$ cat config.mk
export PLATFORM = sky130hd
export DESIGN_NAME = wiper_slave
export DESIGN_NICKNAME = d
export VERILOG_FILES = /design/src/rtl/wiper_pkg.sv /design/src/rtl/wiper_sync.sv /design/src/rtl/wiper_regs.sv /design/src/rtl/wiper_bus_eng.sv /design/src/rtl/wiper_slave.sv
export SDC_FILE = /design/constraint.sdc
export NUM_CORES = 1
export LEC_CHECK = 0
export BUFFER_PORTS_ARGS = -buffer_cell sky130_fd_sc_hd__clkbuf_2
export CORE_MARGIN = 5
export CORE_UTILIZATION = 53
export CTS_BUF_LIST = sky130_fd_sc_hd__clkbuf_8 sky130_fd_sc_hd__clkbuf_16
export CTS_CLUSTER_SIZE = 10
export DETAILED_ROUTE_END_ITERATION = 8
export PLACE_DENSITY = 0.73
export SKIP_CTS_REPAIR_TIMING = 1
export SLEW_MARGIN = 30
export SYNTH_ARGS = -nofsm -noshare
export SYNTH_HDL_FRONTEND = slang
export SYNTH_SLANG_ARGS = --single-unit
$ cat constraint.sdc
create_clock -name clk_i -period 2 [get_ports clk_i]
set_input_delay 0.1 -clock clk_i [delete_from_list [all_inputs] [get_ports clk_i]]
set_output_delay 0.1 -clock clk_i [all_outputs]
set_load 0.1 [all_outputs]
$ cat src/rtl/wiper_pkg.sv
package wiper_pkg;
  localparam int unsigned WIPER_W = 8;
  localparam int unsigned NUM_CH  = 2;

  typedef enum logic [2:0] {
    ST_IDLE, ST_RX, ST_ACK, ST_TX, ST_IGN
  } bus_st_e;

  typedef enum logic [1:0] {
    PH_ADDR, PH_INSTR, PH_DATA, PH_END
  } byte_ph_e;
endpackage

$ cat src/rtl/wiper_sync.sv
module wiper_sync #(
  parameter int unsigned N      = 2,
  parameter int unsigned STAGES = 2
) (
  input  logic         clk_i,
  input  logic         rst_ni,
  input  logic [N-1:0] d_i,
  output logic [N-1:0] q_o
);
  for (genvar i = 0; i < N; i++) begin : g_bit
    logic [STAGES-1:0] ff_q;
    always_ff @(posedge clk_i or negedge rst_ni) begin
      if (!rst_ni) ff_q <= '1;   // idle bus is high
      else         ff_q <= {ff_q[STAGES-2:0], d_i[i]};
    end
    assign q_o[i] = ff_q[STAGES-1];
  end
endmodule

$ cat src/rtl/wiper_regs.sv
module wiper_regs #(
  parameter int unsigned W   = 8,
  parameter int unsigned NCH = 2,
  localparam int unsigned SW = (NCH > 1) ? $clog2(NCH) : 1
) (
  input  logic           clk_i,
  input  logic           rst_ni,
  input  logic           we_i,
  input  logic [SW-1:0]  sel_i,
  input  logic [W-1:0]   wdata_i,
  output logic [W-1:0]   rdata_o,
  output logic [NCH*W-1:0] q_o
);
  for (genvar c = 0; c < NCH; c++) begin : g_ch
    logic [W-1:0] r_q;
    always_ff @(posedge clk_i or negedge rst_ni) begin
      if (!rst_ni)                           r_q <= '0;
      else if (we_i && sel_i == SW'(c))      r_q <= wdata_i;
    end
    assign q_o[c*W +: W] = r_q;
  end

  assign rdata_o = q_o[sel_i*W +: W];
endmodule

$ cat src/rtl/wiper_bus_eng.sv
module wiper_bus_eng
  import wiper_pkg::*;
#(
  parameter int unsigned W           = 8,
  parameter logic [3:0]  DEV_TYPE    = 4'b1010,
  parameter logic [1:0]  ADDR_SUFFIX = 2'b11,
  localparam int unsigned CW = $clog2(W)
) (
  input  logic         clk_i,
  input  logic         rst_ni,
  input  logic         scl_i,
  input  logic         sda_i,
  input  logic         strap_i,
  input  logic [W-1:0] rd_data_i,
  output logic         sda_oe_o,
  output logic         we_o,
  output logic         sel_o,
  output logic [W-1:0] wdata_o,
  output logic         idle_o
);
  bus_st_e     state_q;
  byte_ph_e    phase_q;
  logic [W-1:0] sh_q;
  logic [CW-1:0] cnt_q;
  logic full_q, oe_q, wt_q, ptr_q, go_tx_q, scl_d, sda_d;

  logic scl_rise, scl_fall, start_c, stop_c, addr_ok, instr_ok;
  assign scl_rise = scl_i & ~scl_d;
  assign scl_fall = ~scl_i & scl_d;
  assign start_c  = scl_i & scl_d & sda_d & ~sda_i;
  assign stop_c   = scl_i & scl_d & ~sda_d & sda_i;
  assign addr_ok  = sh_q[7:1] == {DEV_TYPE, strap_i, ADDR_SUFFIX};
  assign instr_ok = (sh_q[7:4] == 4'b0000) && (sh_q[1] ^ sh_q[0]);

  always_ff @(posedge clk_i or negedge rst_ni) begin
    if (!rst_ni) begin
      state_q <= ST_IDLE; phase_q <= PH_ADDR; sh_q <= '0; cnt_q <= '0;
      full_q <= 1'b0; oe_q <= 1'b0; wt_q <= 1'b0; ptr_q <= 1'b0;
      go_tx_q <= 1'b0; scl_d <= 1'b1; sda_d <= 1'b1;
    end else begin
      scl_d <= scl_i;
      sda_d <= sda_i;
      if (start_c) begin
        state_q <= ST_RX; phase_q <= PH_ADDR; cnt_q <= '0;
        full_q <= 1'b0; oe_q <= 1'b0; go_tx_q <= 1'b0;
      end else if (stop_c) begin
        state_q <= ST_IDLE; oe_q <= 1'b0; full_q <= 1'b0;
      end else begin
        case (state_q)
          ST_RX: begin
            if (scl_rise) begin
              sh_q  <= {sh_q[W-2:0], sda_i};
              cnt_q <= cnt_q + CW'(1);
              if (cnt_q == CW'(W-1)) full_q <= 1'b1;
            end else if (scl_fall && full_q) begin
              full_q  <= 1'b0;
              cnt_q   <= '0;
              state_q <= ST_IGN;
              case (phase_q)
                PH_ADDR: if (addr_ok) begin
                  oe_q <= 1'b1; state_q <= ST_ACK;
                  go_tx_q <= sh_q[0]; phase_q <= PH_INSTR;
                end
                PH_INSTR: if (instr_ok) begin
                  oe_q <= 1'b1; state_q <= ST_ACK;
                  ptr_q <= sh_q[1]; wt_q <= sh_q[3]; phase_q <= PH_DATA;
                end
                PH_DATA: if (wt_q) begin
                  oe_q <= 1'b1; state_q <= ST_ACK; phase_q <= PH_END;
                end
                default: ;
              endcase
            end
          end
          ST_ACK: if (scl_fall) begin
            oe_q <= 1'b0;
            if (go_tx_q) begin
              state_q <= ST_TX; sh_q <= rd_data_i; cnt_q <= '0;
              oe_q <= ~rd_data_i[W-1];
            end else if (phase_q == PH_END) begin
              state_q <= ST_IGN;
            end else begin
              state_q <= ST_RX;
            end
          end
          ST_TX: if (scl_fall) begin
            if (cnt_q == CW'(W-1)) begin
              oe_q <= 1'b0; state_q <= ST_IGN;
            end else begin
              sh_q  <= {sh_q[W-2:0], 1'b0};
              oe_q  <= ~sh_q[W-2];
              cnt_q <= cnt_q + CW'(1);
            end
          end
          default: ;
        endcase
      end
    end
  end

  // load strobe coincides with the data-byte ACK decision
  assign we_o     = (state_q == ST_RX) && scl_fall && full_q && !start_c && !stop_c
                    && (phase_q == PH_DATA) && wt_q;
  assign wdata_o  = sh_q;
  assign sel_o    = ptr_q;
  assign sda_oe_o = oe_q;
  assign idle_o   = (state_q == ST_IDLE);
endmodule

$ cat src/rtl/wiper_slave.sv
module wiper_slave
  import wiper_pkg::*;
(
  input  logic               clk_i,
  input  logic               rst_ni,
  input  logic               scl_i,
  input  logic               sda_i,
  input  logic               addr_pin_i,
  output logic               sda_oe_o,
  output logic [WIPER_W-1:0] wiper1_o,
  output logic [WIPER_W-1:0] wiper2_o
);
  logic scl_s, sda_s, we, sel, bus_idle;
  logic [WIPER_W-1:0] wdata, rdata;
  logic [NUM_CH*WIPER_W-1:0] wipers;

  wiper_sync #(.N(2), .STAGES(2)) u_sync (
    .clk_i, .rst_ni,
    .d_i ({scl_i, sda_i}),
    .q_o ({scl_s, sda_s})
  );

  wiper_bus_eng #(.W(WIPER_W)) u_eng (
    .clk_i, .rst_ni,
    .scl_i     (scl_s),
    .sda_i     (sda_s),
    .strap_i   (addr_pin_i),
    .rd_data_i (rdata),
    .sda_oe_o,
    .we_o      (we),
    .sel_o     (sel),
    .wdata_o   (wdata),
    .idle_o    (bus_idle)
  );

  wiper_regs #(.W(WIPER_W), .NCH(NUM_CH)) u_regs (
    .clk_i, .rst_ni,
    .we_i    (we),
    .sel_i   (sel),
    .wdata_i (wdata),
    .rdata_o (rdata),
    .q_o     (wipers)
  );

  assign wiper1_o = wipers[0 +: WIPER_W];
  assign wiper2_o = wipers[WIPER_W +: WIPER_W];
endmodule

==> reports/qor.yml <==
setup_path:
  endpoint_kind: "flip-flop"
  cp-endpoint: "u_eng.sel_o$_DFFE_PN0P_"
  worstPathRequired_ns: 2.19
  rr_startpoint: "u_eng.wdata_o[7]$_DFFE_PN0P_"
  cp-startpoint: "u_eng.wdata_o[7]$_DFFE_PN0P_"
  r2r-end: "u_eng.sel_o$_DFFE_PN0P_"
  r2r_cells: 4
  cp-start-kind: "flip-flop"
  cp.arrival_ns: 2.11
  crit_path_max_fanout: 5
  path_class: "flip-flop to flip-flop"
  r2r_setup_slack_ns: 0.08
global_routing:
  grt_first_pass_wirelength_um: 8510
  overflow: 0
  grt_usage_pct: 18.1
  antenna_found_initial: 0
  grt_pass1_vias: 1810
  grt_start_max_net_pins: 32
route:
  first_pass_iters: 4
  dr_total_vias: 1702
  ant_nets: 0
  via_per_inst: 5.62
  drt_wl_total_um: 4900
  wl_per_cell_um: 16.2
  route.detailed.drc: 0
  drt_iter0_markers: 65
yosys:
  synth_area_per_cell_um2: 11.3
  synth.ff_latch_count: 43
  synthCells: 204
  synthFlopType: "dfrtp_1"
  synth-compound-area-share_pct: 11.3
  syn-num-nets: 217
  synthAdderAreaFrac_pct: 4.35
  yosys_warnings: 0
  synth_top_family_by_area: "multiplexers"
  synth_xor_area_share_pct: 1.14
  async_flop_share_pct: 100
  ys_seq_area_share_pct: 47.1
  synthMuxAreaShare_pct: 17.6
  synth_cell_types: 48
  yosys.area_share.simple_pct: 15.9
  netlist_area_mm2: 0.00230
  synth_edf_count: 0
final_layout:
  n_antenna_cell: 0
  final_common_cell: "dfrtp_1"
  final_nets: 263
  syn_to_final_growth_pct: 19.6
  nFillCells: 335
  mostFrequentLayoutCells: "dfrtp_1, clkbuf_2, buf_4, mux2_2, nand2_1"
  drive_above_1_share_pct: 36.7
die:
  num_io_pins: 22
  start_util_pct: 53.6
  core.rowCount: 24
  core_area_mm2: 0.00429
  die_y_um: 75.9
  fp.dieArea_mm2: 0.00576
  die_w_um: 75.9
power_and_ir_drop:
  ir_drop_mv: 0.564
  leakagePower_nw: 1.24
  power_density_mw_per_mm2: 874
place:
  preCtsSetupSlack_ns: 0.0282
  gp_congestion: 0.826
  hpwl_um: 3570
  io_buffers: 21
clock_tree:
  cts_tree: "built"
  cts_buffers: 5
  clkSinkCount: 43
  path_clk_slew_ns: 0.08
  htreeDepth: 2
  clockBufferDepth: 2
  clk-insertion-delay-late_ns: 0.30
  cts_root_buf: "clkbuf_8"
run:
  drv_cap: 0
sta:
  report.final.setup_viol: 0
  worst_slew_pin_slew_ns: 0.772
  slew_headroom_pct: 48.5
  fin_setup_tns_ns: 0
  skew_ns: 0.00630
  final_max_slew_viol_count: 0
  finalCriticalPeriod_ns: 1.92
  hold_violations: 0
  hold_slack_ns: 0.359
  fin_ws_ns: 0.0776
  post-route-period-util_pct: 96.1
  rsz0062_at_grt: "false"
  fmax_ghz: 0.520
status:
  status: "completed"
worst_hold_path:
  min_path_type: "flip-flop to flip-flop"
==> critical path, stage by stage, from the launching register on <==
cell and delay [ns]:
dfrtp_1 0.43, or4_4 0.50, or3b_1 0.41, nor2_2 0.14, mux2_1 0.33
==> logic make-up (layout without fill, tap and decap cells) <==
family | after synthesis | count (layout)
DFF | 43 | 43
AOI/OAI and AO/OA | 41 | 41
adders and majority gates | 8 | 8
buffers and inverters | 13 | 60
muxes | 34 | 34
and+or+nand+nor | 62 | 62
xor gates and xnor gates | 3 | 3
==> registers in the layout (all words and copies together), names as in the netlist <==
name / flops
u_eng.sda_d: 1
u_sync.g_bit.ff_q: 4
u_eng.cnt_q: 3
u_regs.g_ch.r_q: 16
u_eng.wdata_o: 8
u_eng.go_tx_q: 1
u_eng.state_q: 3
u_eng.wt_q: 1
u_eng.full_q: 1
u_eng.sel_o: 1
u_eng.scl_d: 1
u_eng.phase_q: 2
u_eng.sda_oe_o: 1
==> area by class of cell <==
cell class	instances	area, um2	share of cell area, %
inverters	8	30.0	1.09
well taps	52	65.1	2.36
multi-input cells	148	1180	42.8
flip-flops and latches	43	1080	39.3
clock buffers	6	82.6	3.00
clock inverters	2	16.3	0.591
repair buffers	44	298	10.8
==> power breakdown <==
group,switching (mW),internal [mW]
Sequential,0.110,0.995
Combinational,0.356,0.353
Clock,0.310,0.282
==> metrics by stage <==
step	instances	cell area [um2]	power, mW	utilization [%]
final	303	2750	2.41	64.1
after global routing	303	2750	2.55	64.1
after CTS	300	2700	2.40	62.9
after detailed placement	292	2600	1.81	60.6
after global placement	292	2600	1.79	60.6
after floorplan	204	2300	1.54	-
==> worst min-delay path by stage <==
stage,start,endpoint,slack (ns),cells after the start
after floorplan,rst_ni,u_eng.cnt_q[0]$_DFFE_PN0P_,-0.20,0
after global placement,sda_i,u_sync.g_bit[0].ff_q[0]$_DFF_PN1_,0.19,1
after detailed placement,sda_i,u_sync.g_bit[0].ff_q[0]$_DFF_PN1_,0.19,1
after CTS,scl_i,u_sync.g_bit[1].ff_q[0]$_DFF_PN1_,-0.14,1
after global routing,u_sync.g_bit[1].ff_q[0]$_DFF_PN1_,u_sync.g_bit[1].ff_q[1]$_DFF_PN1_,0.37,0
final,u_sync.g_bit[1].ff_q[0]$_DFF_PN1_,u_sync.g_bit[1].ff_q[1]$_DFF_PN1_,0.36,0
==> routing by layer <==
layer	GRT usage (%)	part of all wire, %	vias to the layer above
li1	-	-	827
met1	22.9	45	830
met2	29.5	49	32
met3	4.03	3.4	13
met4	8.01	2.7	0
met5	0	0	-
==> cells in the mapped netlist (2+ instances only) <==
cell,n,area share [%]
dfrtp_1,37,40
mux2_2,18,8.8
nand2_1,16,2.6
a21oi_1,15,3.3
nor2_1,15,2.4
o21ai_0,9,2.0
ha_1,8,4.3
inv_1,8,1.3
mux2_4,8,5.2
mux2i_1,7,3.0
dfstp_2,6,6.8
nand3_1,6,1.3
nor3b_1,4,1.3
a22o_1,3,1.1
nand2b_1,3,0.82
a211oi_1,2,0.65
a32o_1,2,0.87
and2_1,2,0.54
buf_2,2,0.43
nand4b_1,2,0.76
o21ai_2,2,0.76
o31ai_1,2,0.65
xor2_1,2,0.76
No activity file was read; power rests on OpenSTA's default activity.
